$ cat config.mk
export PLATFORM = sky130hd
export DESIGN_NAME = tsa_slot_map
export DESIGN_NICKNAME = d
export VERILOG_FILES = /design/src/rtl/tsa_pkg.sv /design/src/rtl/tsa_map_mem.sv /design/src/rtl/tsa_fill_seq.sv /design/src/rtl/tsa_host_regs.sv /design/src/rtl/tsa_slot_map.sv
export SDC_FILE = /design/constraint.sdc
export NUM_CORES = 1
export LEC_CHECK = 0
export ABC_CLOCK_PERIOD_IN_PS = 6000
export BUFFER_PORTS_ARGS = -buffer_cell sky130_fd_sc_hd__buf_4
export CAP_MARGIN = 20
export CORE_MARGIN = 2
export CORE_UTILIZATION = 61
export DETAILED_ROUTE_END_ITERATION = 16
export HOLD_SLACK_MARGIN = 0.15
export PLACE_DENSITY = 0.79
export SKIP_LAST_GASP = 1
export SYNTH_ARGS = -nofsm -noshare
export SYNTH_HDL_FRONTEND = slang
export SYNTH_SLANG_ARGS = --single-unit
$ cat constraint.sdc
create_clock -name clk -period 6 [get_ports clk]
set_input_delay 0.9 -clock clk [delete_from_list [all_inputs] [get_ports clk]]
set_output_delay 0.9 -clock clk [all_outputs]
set_load 0.1 [all_outputs]
$ cat src/rtl/tsa_pkg.sv
package tsa_pkg;

   typedef enum logic {
      HOST_SEL_CMD  = 1'b0,
      HOST_SEL_DATA = 1'b1
   } host_sel_e;

   typedef enum logic [1:0] {
      FILL_IDLE = 2'd0,
      FILL_RUN  = 2'd1,
      FILL_DONE = 2'd2
   } fill_state_e;

endpackage

$ cat src/rtl/tsa_map_mem.sv
module tsa_map_mem #(
   parameter int NUM_SLOTS = 32,
   parameter int MASK_W    = 8,
   parameter bit USE_FLOPS = 1'b1,
   localparam int SLOT_W   = $clog2(NUM_SLOTS),
   localparam int ENTRY_W  = SLOT_W + MASK_W
) (
   input  logic              clk,
   input  logic              we,
   input  logic [SLOT_W-1:0] waddr,
   input  logic [SLOT_W-1:0] wchan,
   input  logic [MASK_W-1:0] wmask,
   input  logic [SLOT_W-1:0] ra_slot,
   output logic [SLOT_W-1:0] ra_chan,
   output logic [MASK_W-1:0] ra_mask,
   input  logic [SLOT_W-1:0] rb_slot,
   output logic [SLOT_W-1:0] rb_chan,
   output logic [MASK_W-1:0] rb_mask
);

   logic [ENTRY_W-1:0] wword;
   logic [ENTRY_W-1:0] ent [NUM_SLOTS];

   assign wword = {wchan, wmask};

   if (USE_FLOPS) begin : g_flops
      for (genvar i = 0; i < NUM_SLOTS; i++) begin : g_ent
         logic [ENTRY_W-1:0] q;
         always_ff @(posedge clk) begin
            if (we && (waddr == SLOT_W'(i))) begin
               q <= wword;
            end
         end
         assign ent[i] = q;
      end
   end else begin : g_array
      logic [ENTRY_W-1:0] arr [NUM_SLOTS];
      always_ff @(posedge clk) begin
         if (we) begin
            arr[waddr] <= wword;
         end
      end
      for (genvar i = 0; i < NUM_SLOTS; i++) begin : g_rd
         assign ent[i] = arr[i];
      end
   end

   assign {ra_chan, ra_mask} = ent[ra_slot];
   assign {rb_chan, rb_mask} = ent[rb_slot];

endmodule

$ cat src/rtl/tsa_fill_seq.sv
module tsa_fill_seq
   import tsa_pkg::*;
#(
   parameter int NUM_SLOTS = 32,
   localparam int SLOT_W   = $clog2(NUM_SLOTS)
) (
   input  logic              clk,
   input  logic              rst_n,
   input  logic              sw_rst,
   input  logic              start,
   input  logic              stop,
   output logic              busy_o,
   output logic              done_o,
   output logic [SLOT_W-1:0] ptr_o
);

   localparam logic [SLOT_W-1:0] LAST_SLOT = SLOT_W'(NUM_SLOTS - 1);

   fill_state_e       st_q;
   logic [SLOT_W-1:0] ptr_q;

   always_ff @(posedge clk or negedge rst_n) begin
      if (!rst_n) begin
         st_q  <= FILL_RUN;
         ptr_q <= '0;
      end else if (sw_rst) begin
         st_q  <= FILL_RUN;
         ptr_q <= '0;
      end else begin
         unique case (st_q)
            FILL_RUN: begin
               ptr_q <= ptr_q + SLOT_W'(1);
               if (stop) begin
                  st_q <= FILL_IDLE;
               end else if (ptr_q == LAST_SLOT) begin
                  st_q <= FILL_DONE;
               end
            end
            default: begin
               if (start) begin
                  st_q  <= FILL_RUN;
                  ptr_q <= '0;
               end
            end
         endcase
      end
   end

   assign busy_o = (st_q == FILL_RUN);
   assign done_o = (st_q == FILL_DONE);
   assign ptr_o  = ptr_q;

endmodule

$ cat src/rtl/tsa_host_regs.sv
module tsa_host_regs
   import tsa_pkg::*;
#(
   parameter int SLOT_W    = 5,
   parameter int MASK_W    = 8,
   parameter int REG_W     = 16,
   localparam int ENTRY_W  = SLOT_W + MASK_W,
   localparam int RD_BIT   = SLOT_W,
   localparam int FILL_BIT = SLOT_W + 1
) (
   input  logic              clk,
   input  logic              rst_n,
   input  logic              sw_rst,
   input  logic              host_wr,
   input  logic              host_sel,
   input  logic [REG_W-1:0]  host_wdata,
   input  logic              busy,
   input  logic [SLOT_W-1:0] rd_chan,
   input  logic [MASK_W-1:0] rd_mask,
   output logic [REG_W-1:0]  cmd_q_o,
   output logic [REG_W-1:0]  data_q_o,
   output logic              start_o,
   output logic              stop_o,
   output logic              acc_we_o,
   output logic [SLOT_W-1:0] acc_slot_o,
   output logic [SLOT_W-1:0] data_chan_o,
   output logic [MASK_W-1:0] data_mask_o
);

   localparam logic [REG_W-1:0] CMD_KEEP  = REG_W'((1 << (SLOT_W + 2)) - 1);
   localparam logic [REG_W-1:0] DATA_KEEP = REG_W'((1 << ENTRY_W) - 1);
   localparam logic [REG_W-1:0] DATA_RST  = REG_W'(1 << MASK_W);

   logic             wr_ok;
   logic             cmd_wr;
   logic             data_wr;
   logic             new_fill;
   logic             old_fill;
   logic             acc;
   logic             acc_rd;
   logic [REG_W-1:0] rd_word;
   logic [REG_W-1:0] cmd_q;
   logic [REG_W-1:0] data_q;

   assign wr_ok    = host_wr && !sw_rst;
   assign cmd_wr   = wr_ok && (host_sel == HOST_SEL_CMD);
   assign data_wr  = wr_ok && (host_sel == HOST_SEL_DATA);
   assign new_fill = host_wdata[FILL_BIT];
   assign old_fill = cmd_q[FILL_BIT];

   assign start_o  = cmd_wr && !busy && new_fill && !old_fill;
   assign stop_o   = cmd_wr && busy && !new_fill;
   assign acc      = cmd_wr && !busy && !start_o;
   assign acc_rd   = acc && host_wdata[RD_BIT];
   assign acc_we_o = acc && !host_wdata[RD_BIT];

   assign acc_slot_o = host_wdata[SLOT_W-1:0];
   assign rd_word    = REG_W'({rd_chan, rd_mask});

   always_ff @(posedge clk or negedge rst_n) begin
      if (!rst_n) begin
         cmd_q  <= '0;
         data_q <= DATA_RST;
      end else if (sw_rst) begin
         cmd_q  <= '0;
         data_q <= DATA_RST;
      end else begin
         if (cmd_wr && (!busy || stop_o)) begin
            cmd_q <= host_wdata & CMD_KEEP;
         end
         if (data_wr && !busy) begin
            data_q <= host_wdata & DATA_KEEP;
         end else if (acc_rd) begin
            data_q <= rd_word;
         end
      end
   end

   assign cmd_q_o     = cmd_q;
   assign data_q_o    = data_q;
   assign data_chan_o = data_q[ENTRY_W-1:MASK_W];
   assign data_mask_o = data_q[MASK_W-1:0];

endmodule

$ cat src/rtl/tsa_slot_map.sv
module tsa_slot_map
   import tsa_pkg::*;
#(
   parameter int NUM_SLOTS = 32,
   parameter int MASK_W    = 8,
   parameter int REG_W     = 16,
   parameter bit USE_FLOPS = 1'b1,
   localparam int SLOT_W   = $clog2(NUM_SLOTS)
) (
   input  logic              clk,
   input  logic              rst_n,
   input  logic              sw_rst_i,
   input  logic              host_wr_i,
   input  logic              host_sel_i,
   input  logic [REG_W-1:0]  host_wdata_i,
   output logic [REG_W-1:0]  cmd_reg_o,
   output logic [REG_W-1:0]  data_reg_o,
   input  logic [SLOT_W-1:0] lu_slot_i,
   output logic [SLOT_W-1:0] lu_chan_o,
   output logic [MASK_W-1:0] lu_mask_o,
   output logic              fill_busy_o,
   output logic              fill_done_o,
   output logic              ds_reset_o
);

   if (NUM_SLOTS < 2 || (NUM_SLOTS & (NUM_SLOTS - 1)) != 0) begin : g_bad_slots
      $error("tsa_slot_map: NUM_SLOTS must be a power of two of at least 2");
   end
   if (MASK_W < 1) begin : g_bad_mask
      $error("tsa_slot_map: MASK_W must be at least 1");
   end
   if (REG_W < SLOT_W + 2 || REG_W < SLOT_W + MASK_W) begin : g_bad_reg
      $error("tsa_slot_map: REG_W too narrow for the register fields");
   end

   logic              busy;
   logic              done;
   logic [SLOT_W-1:0] ptr;
   logic              start;
   logic              stop;
   logic              acc_we;
   logic [SLOT_W-1:0] acc_slot;
   logic [SLOT_W-1:0] data_chan;
   logic [MASK_W-1:0] data_mask;
   logic [SLOT_W-1:0] rd_chan;
   logic [MASK_W-1:0] rd_mask;
   logic              mem_we;
   logic [SLOT_W-1:0] mem_waddr;
   logic [SLOT_W-1:0] mem_wchan;

   tsa_host_regs #(
      .SLOT_W (SLOT_W),
      .MASK_W (MASK_W),
      .REG_W  (REG_W)
   ) u_regs (
      .clk         (clk),
      .rst_n       (rst_n),
      .sw_rst      (sw_rst_i),
      .host_wr     (host_wr_i),
      .host_sel    (host_sel_i),
      .host_wdata  (host_wdata_i),
      .busy        (busy),
      .rd_chan     (rd_chan),
      .rd_mask     (rd_mask),
      .cmd_q_o     (cmd_reg_o),
      .data_q_o    (data_reg_o),
      .start_o     (start),
      .stop_o      (stop),
      .acc_we_o    (acc_we),
      .acc_slot_o  (acc_slot),
      .data_chan_o (data_chan),
      .data_mask_o (data_mask)
   );

   tsa_fill_seq #(
      .NUM_SLOTS (NUM_SLOTS)
   ) u_fill (
      .clk    (clk),
      .rst_n  (rst_n),
      .sw_rst (sw_rst_i),
      .start  (start),
      .stop   (stop),
      .busy_o (busy),
      .done_o (done),
      .ptr_o  (ptr)
   );

   // Fill has the write port whenever it runs; host stores only when idle.
   assign mem_we    = busy || acc_we;
   assign mem_waddr = busy ? ptr : acc_slot;
   assign mem_wchan = busy ? ptr : data_chan;

   tsa_map_mem #(
      .NUM_SLOTS (NUM_SLOTS),
      .MASK_W    (MASK_W),
      .USE_FLOPS (USE_FLOPS)
   ) u_mem (
      .clk     (clk),
      .we      (mem_we),
      .waddr   (mem_waddr),
      .wchan   (mem_wchan),
      .wmask   (data_mask),
      .ra_slot (acc_slot),
      .ra_chan (rd_chan),
      .ra_mask (rd_mask),
      .rb_slot (lu_slot_i),
      .rb_chan (lu_chan_o),
      .rb_mask (lu_mask_o)
   );

   assign fill_busy_o = busy;
   assign fill_done_o = done;
   assign ds_reset_o  = busy;

endmodule

After elaboration in Yosys (flattened, before gate mapping)
Cells that the tools add are included.

Input bits: 26. Flip-flop bits (word level): 455.

Bitwise gates (word level): 3. Add/subtract/negate cells: 1. Magnitude comparators: 2. Muxes and demuxes: 21. Reduce and logical (&&, ||, !) cells: 58. Equality and inequality tests: 35.

Operators with widths (count): $bmux W13 S5 (2); $eq A5 B5 Y1 const B (17); $mux W16 (5); $mux W13 (4); $logic_and A1 B1 Y1 (45); $eq A5 B4 Y1 const B (8); $mux W5 (5); $eq A5 B3 Y1 const B (4); $ge A6 B6 Y1 const B (2); $not A5 Y6 (2); $eq A5 B2 Y1 const B (2); $mux W2 (5); $logic_not A1 Y1 (6); $reduce_bool A3 Y1 (2); $add A5 B1 Y5 const B (1); $eq A5 B1 Y1 const B (1); $logic_not A5 Y1 (1); $ne A4 B2 Y1 const B (1); $eq A2 B1 Y1 const B (1); $eq A2 B2 Y1 const B (1); $logic_or A1 B1 Y1 (2); $reduce_and A2 Y1 (1); $reduce_bool A2 Y1 (1); $not A1 Y1 (1).

Depth between registers and ports, before layout
Word-level depth: 12. Gate-level depth with buffers: 10. Mapped depth without buffers: 6.

Modules after synthesis
From an unflattened synthesis, not the netlist that was laid out.

Cell total of the unflattened synthesis: 1605. Area, all modules: 22295.1 um^2.

By module, submodules not included: tsa_map_mem (area an instance 20260.7 um^2, times used 1, cells each 1391); tsa_host_regs (area an instance 1485.2 um^2, times used 1, cells each 163); tsa_fill_seq (area an instance 377.9 um^2, times used 1, cells each 38); tsa_slot_map (area an instance 171.4 um^2, times used 1, cells each 13).

Least setup slack after synthesis
Ideal clock, no wire load.

Path kind: input-to-output. Start: in lu_slot_i[1]. End: out lu_chan_o[0]. Required time: 5100 ps. Buffers on the path: 3. Path slack: 2113 ps. Stages on the path: 6. Arrival: 2987 ps. Cells stage by stage: clkbuf_1 buf_1 clkbuf_1 mux4_2 mux4_2 mux2_2.

Cells in the longest elaborated chain, start to end: 4.

RTL lines: start: declaration (line tsa_slot_map.sv:18) `input logic [SLOT_W-1:0] lu_slot_i,`; $not A5 Y6 (not written as such) (line tsa_map_mem.sv:49) `assign {rb_chan, rb_mask} = ent[rb_slot];`; $bmux W13 S5 (line tsa_map_mem.sv:49); $mux W13 (not written as such) (2 in series) (line tsa_map_mem.sv:49); end: declaration (line tsa_slot_map.sv:19) `output logic [SLOT_W-1:0] lu_chan_o,`.

No other way between the ends. The select of a mux whose other input is x is not followed.

Worst setup path after layout
Start: in lu_slot_i[0]. End: out lu_chan_o[4].

Same word-level chain as after synthesis.

==> impl_metrics.py <==
metrics = {
    "status": {
        "status": "finished, final reports clean",
    },
    "synthesis": {
        "synth-seq-cells": 443,
        "synthCells": 1083,
        "syn-cell-area_um2": 20900,
        "synth.top_cell.area_share_pct": 59.9,
        "yosysTopAreaCell": "edfxtp_1",
        "synth_edf_count": 416,
        "netlist_top_cells_area": "edfxtp_1 (60%), mux4_2 (25%), dfrtp_1 (3.0%), mux2_2 (1.1%), nand2_1 (1.0%)",
        "syn_avg_cell_area_um2": 19.3,
        "ys_types": 53,
        "synthArstFlopShare_pct": 6.09,
        "muxShareOfSynthArea_pct": 27.0,
        "synth_top_flop_cell": "edfxtp_1",
        "yosys_warnings": 0,
        "synth-compound-area-share_pct": 3.33,
        "synthMostInstantiatedCell": "edfxtp_1",
        "ys_seq_area_share_pct": 63.1,
        "synth-simple-area-share_pct": 3.86,
        "synth_top_family_by_area": "multiplexers",
        "synthAdderAreaFrac_pct": 0.120,
        "synth_commonest_cells": "edfxtp_1 (416), mux4_2 (232), nand2_1 (57)",
        "synth_xor_area_share_pct": 0,
    },
    "power": {
        "cellPowerDensity_nw_per_um2": 295,
        "peakVddDrop_mv": 0.186,
        "power_leakage_nw": 7.53,
    },
    "global_route": {
        "grt_pass1_vias": 12100,
        "antenna_found_initial": 1,
        "grt_pass1_wl_um": 81600,
        "grt_usage_pct": 32.3,
        "grt.overflow.total": 0,
        "grt_max_degree": 62,
    },
    "sta": {
        "whs_ns": 0.286,
        "hold_violations": 0,
        "finClkSkew_ns": 0.0159,
        "relSlewSlack_pct": 26.6,
        "min_period_ns": 4.33,
        "setup_viol": 0,
        "rsz0062_at_grt": "false",
        "finalCritPeriodShare_pct": 72.2,
        "worst_pin_slew_ns": 1.10,
        "slew_violations": 0,
        "setup_tns_ns": 0,
        "max_freq_mhz": 231,
    },
    "route": {
        "ant_nets": 0,
        "firstDrtPassIters": 6,
        "post_drt_wl_per_cell_um": 34.2,
        "num_vias": 12100,
        "routed_wl_um": 56200,
        "remaining_drc_errors": 0,
        "first_iter_violations": 1739,
        "post_drt_via_cell_ratio": 7.39,
    },
    "die": {
        "core_region_area_um2": 33600,
        "die_w_um": 189,
        "boundaryPins": 74,
        "rows": 67,
        "initial_core_util_pct": 62.1,
        "fp.dieH_um": 189,
        "dieArea_um2": 35700,
    },
    "clock_tree": {
        "cts_setup_buffers": 0,
        "cts_buffers": 44,
        "clk_pin_slew_ns": 0.06,
        "cts_resized": 0,
        "clockBufferDepth": 3,
        "hold_buffers": 0,
        "htreeDepth": 2,
        "cts_tree": "done",
        "insertion_delay_ns": 0.55,
        "cts-root-buf": "clkbuf_16",
        "clock_sinks": 443,
    },
    "worst_setup_path": {
        "crit_type": "input pin to primary output",
        "cp-endpoint": "lu_chan_o[4]",
        "regToRegSetupSlack_ns": 1.90,
        "cp.arrival_ns": 3.43,
        "r2r_start": "u_fill.st_q[1]",
        "regToRegEndpoint": "u_mem.g_flops.g_ent[10].q[7]",
        "slowest_delay_ns": 0.59,
        "critPathCaptureType": "primary output",
        "critical_path.startpoint": "lu_slot_i[0]",
        "cp_cell_sequence": "buf_6 > buf_4 > mux4_2 > mux4_2 > mux2_2 > buf_4",
        "cp-start-kind": "input pin",
        "critPathTopFamily": "multiplexers",
        "cp.required_ns": 5.10,
        "critPathSlowestCell": "mux4_2",
        "path_buf_inv": 3,
        "r2r_cells": 7,
        "path_depth": 6,
        "path_max_fanout": 29,
    },
    "cells_and_area": {
        "regArea_um2": 13200,
        "fillers": 2013,
        "drive_gt1_share_pct": 35.5,
        "n_antenna_cell": 0,
        "multi_input_area_um2": 7210,
        "nets": 1189,
        "syn_to_final_growth_pct": 11.2,
    },
    "placed_design": {
        "routabilityCongestion": 0.949,
        "hpwlAfterDp_um": 33800,
        "portBuffers": 58,
    },
    "min_path": {
        "hold_class": "input pin to async pin",
    },
    "run": {
        "maxCapViolations": 0,
    },
}
[metrics by stage]
stage	worst slack (ns)	util (%)	cell area [um2]	power [mW]	cells
detailed placement	1.63	64.9	21800	4.29	1561
finish	1.67	69.0	23200	6.83	1641
floorplan	2.11	-	20900	4.07	1094
CTS	1.63	68.9	23100	6.84	1639
global route	1.54	69.0	23200	6.98	1641
global placement	1.64	64.9	21800	4.27	1561
[sequential cells by signal (all words and copies together) (netlist names)]
register               cells
u_regs.data_q_o           13
u_fill.ptr_o               5
u_regs.cmd_q_o             7
u_fill.st_q                2
u_mem.g_flops.g_ent.q    416
[area by class of cell]
| class | instances | share of cell area [%] |
|---|---|---|
| inverters | 6 | 0.0971 |
| flip-flops and latches | 443 | 56.8 |
| clock buffers | 62 | 5.17 |
| well taps | 448 | 2.42 |
| clock inverters | 16 | 0.545 |
| multi-input cells | 554 | 31.1 |
| repair buffers | 112 | 3.88 |
[cells in the final DEF, fill, tap and decap left out, types with 16 or more instances in the layout]
| master | n |
|---|---|
| buf_4 | 106 |
| clkbuf_1 | 16 |
| clkbuf_16 | 45 |
| dfrtp_1 | 25 |
| edfxtp_1 | 416 |
| mux2_2 | 20 |
| mux2i_1 | 19 |
| mux4_2 | 232 |
| nand2_1 | 57 |
| nor2_1 | 54 |
[how the worst min path moves through the flow]
| stage | from | endpoint | depth (start not counted) |
|---|---|---|---|
| floorplan | u_fill.st_q[1] | u_fill.st_q[1] | 1 |
| detailed placement | u_regs.cmd_q_o[3] | u_regs.cmd_q_o[3] | 2 |
| global placement | u_regs.cmd_q_o[1] | u_regs.cmd_q_o[1] | 2 |
| global route | rst_n | u_regs.cmd_q_o[4] | 1 |
| finish | rst_n | u_regs.cmd_q_o[4] | 1 |
| CTS | rst_n | u_fill.ptr_o[0] | 1 |
[logic make-up (layout without fill, tap and decap cells)]
family | count (synthesis) | after routing
AO/OA/AOI/OAI | 94 | 94
adder cells (fa/ha/maj) | 2 | 2
buffers and inverters | 97 | 196
flip-flops | 443 | 443
multiplexers | 271 | 271
other | 1 | 12
AND/OR/NAND/NOR | 175 | 175
[power by group]
part	total, mW	switching (mW)	leakage, nW	internal (mW)
Combinational	0.762	0.502	2.78	0.260
Sequential	3.48	0.0367	4.11	3.44
Clock	2.59	1.12	0.642	1.48
[metal layers]
layer  part of all wire [%]  track usage [%]
met3                     12             7.91
met1                     34             43.0
met2                     48             50.8
met4                    6.0             16.3
met5                      0                0
No activity file was read; power rests on OpenSTA's default activity.
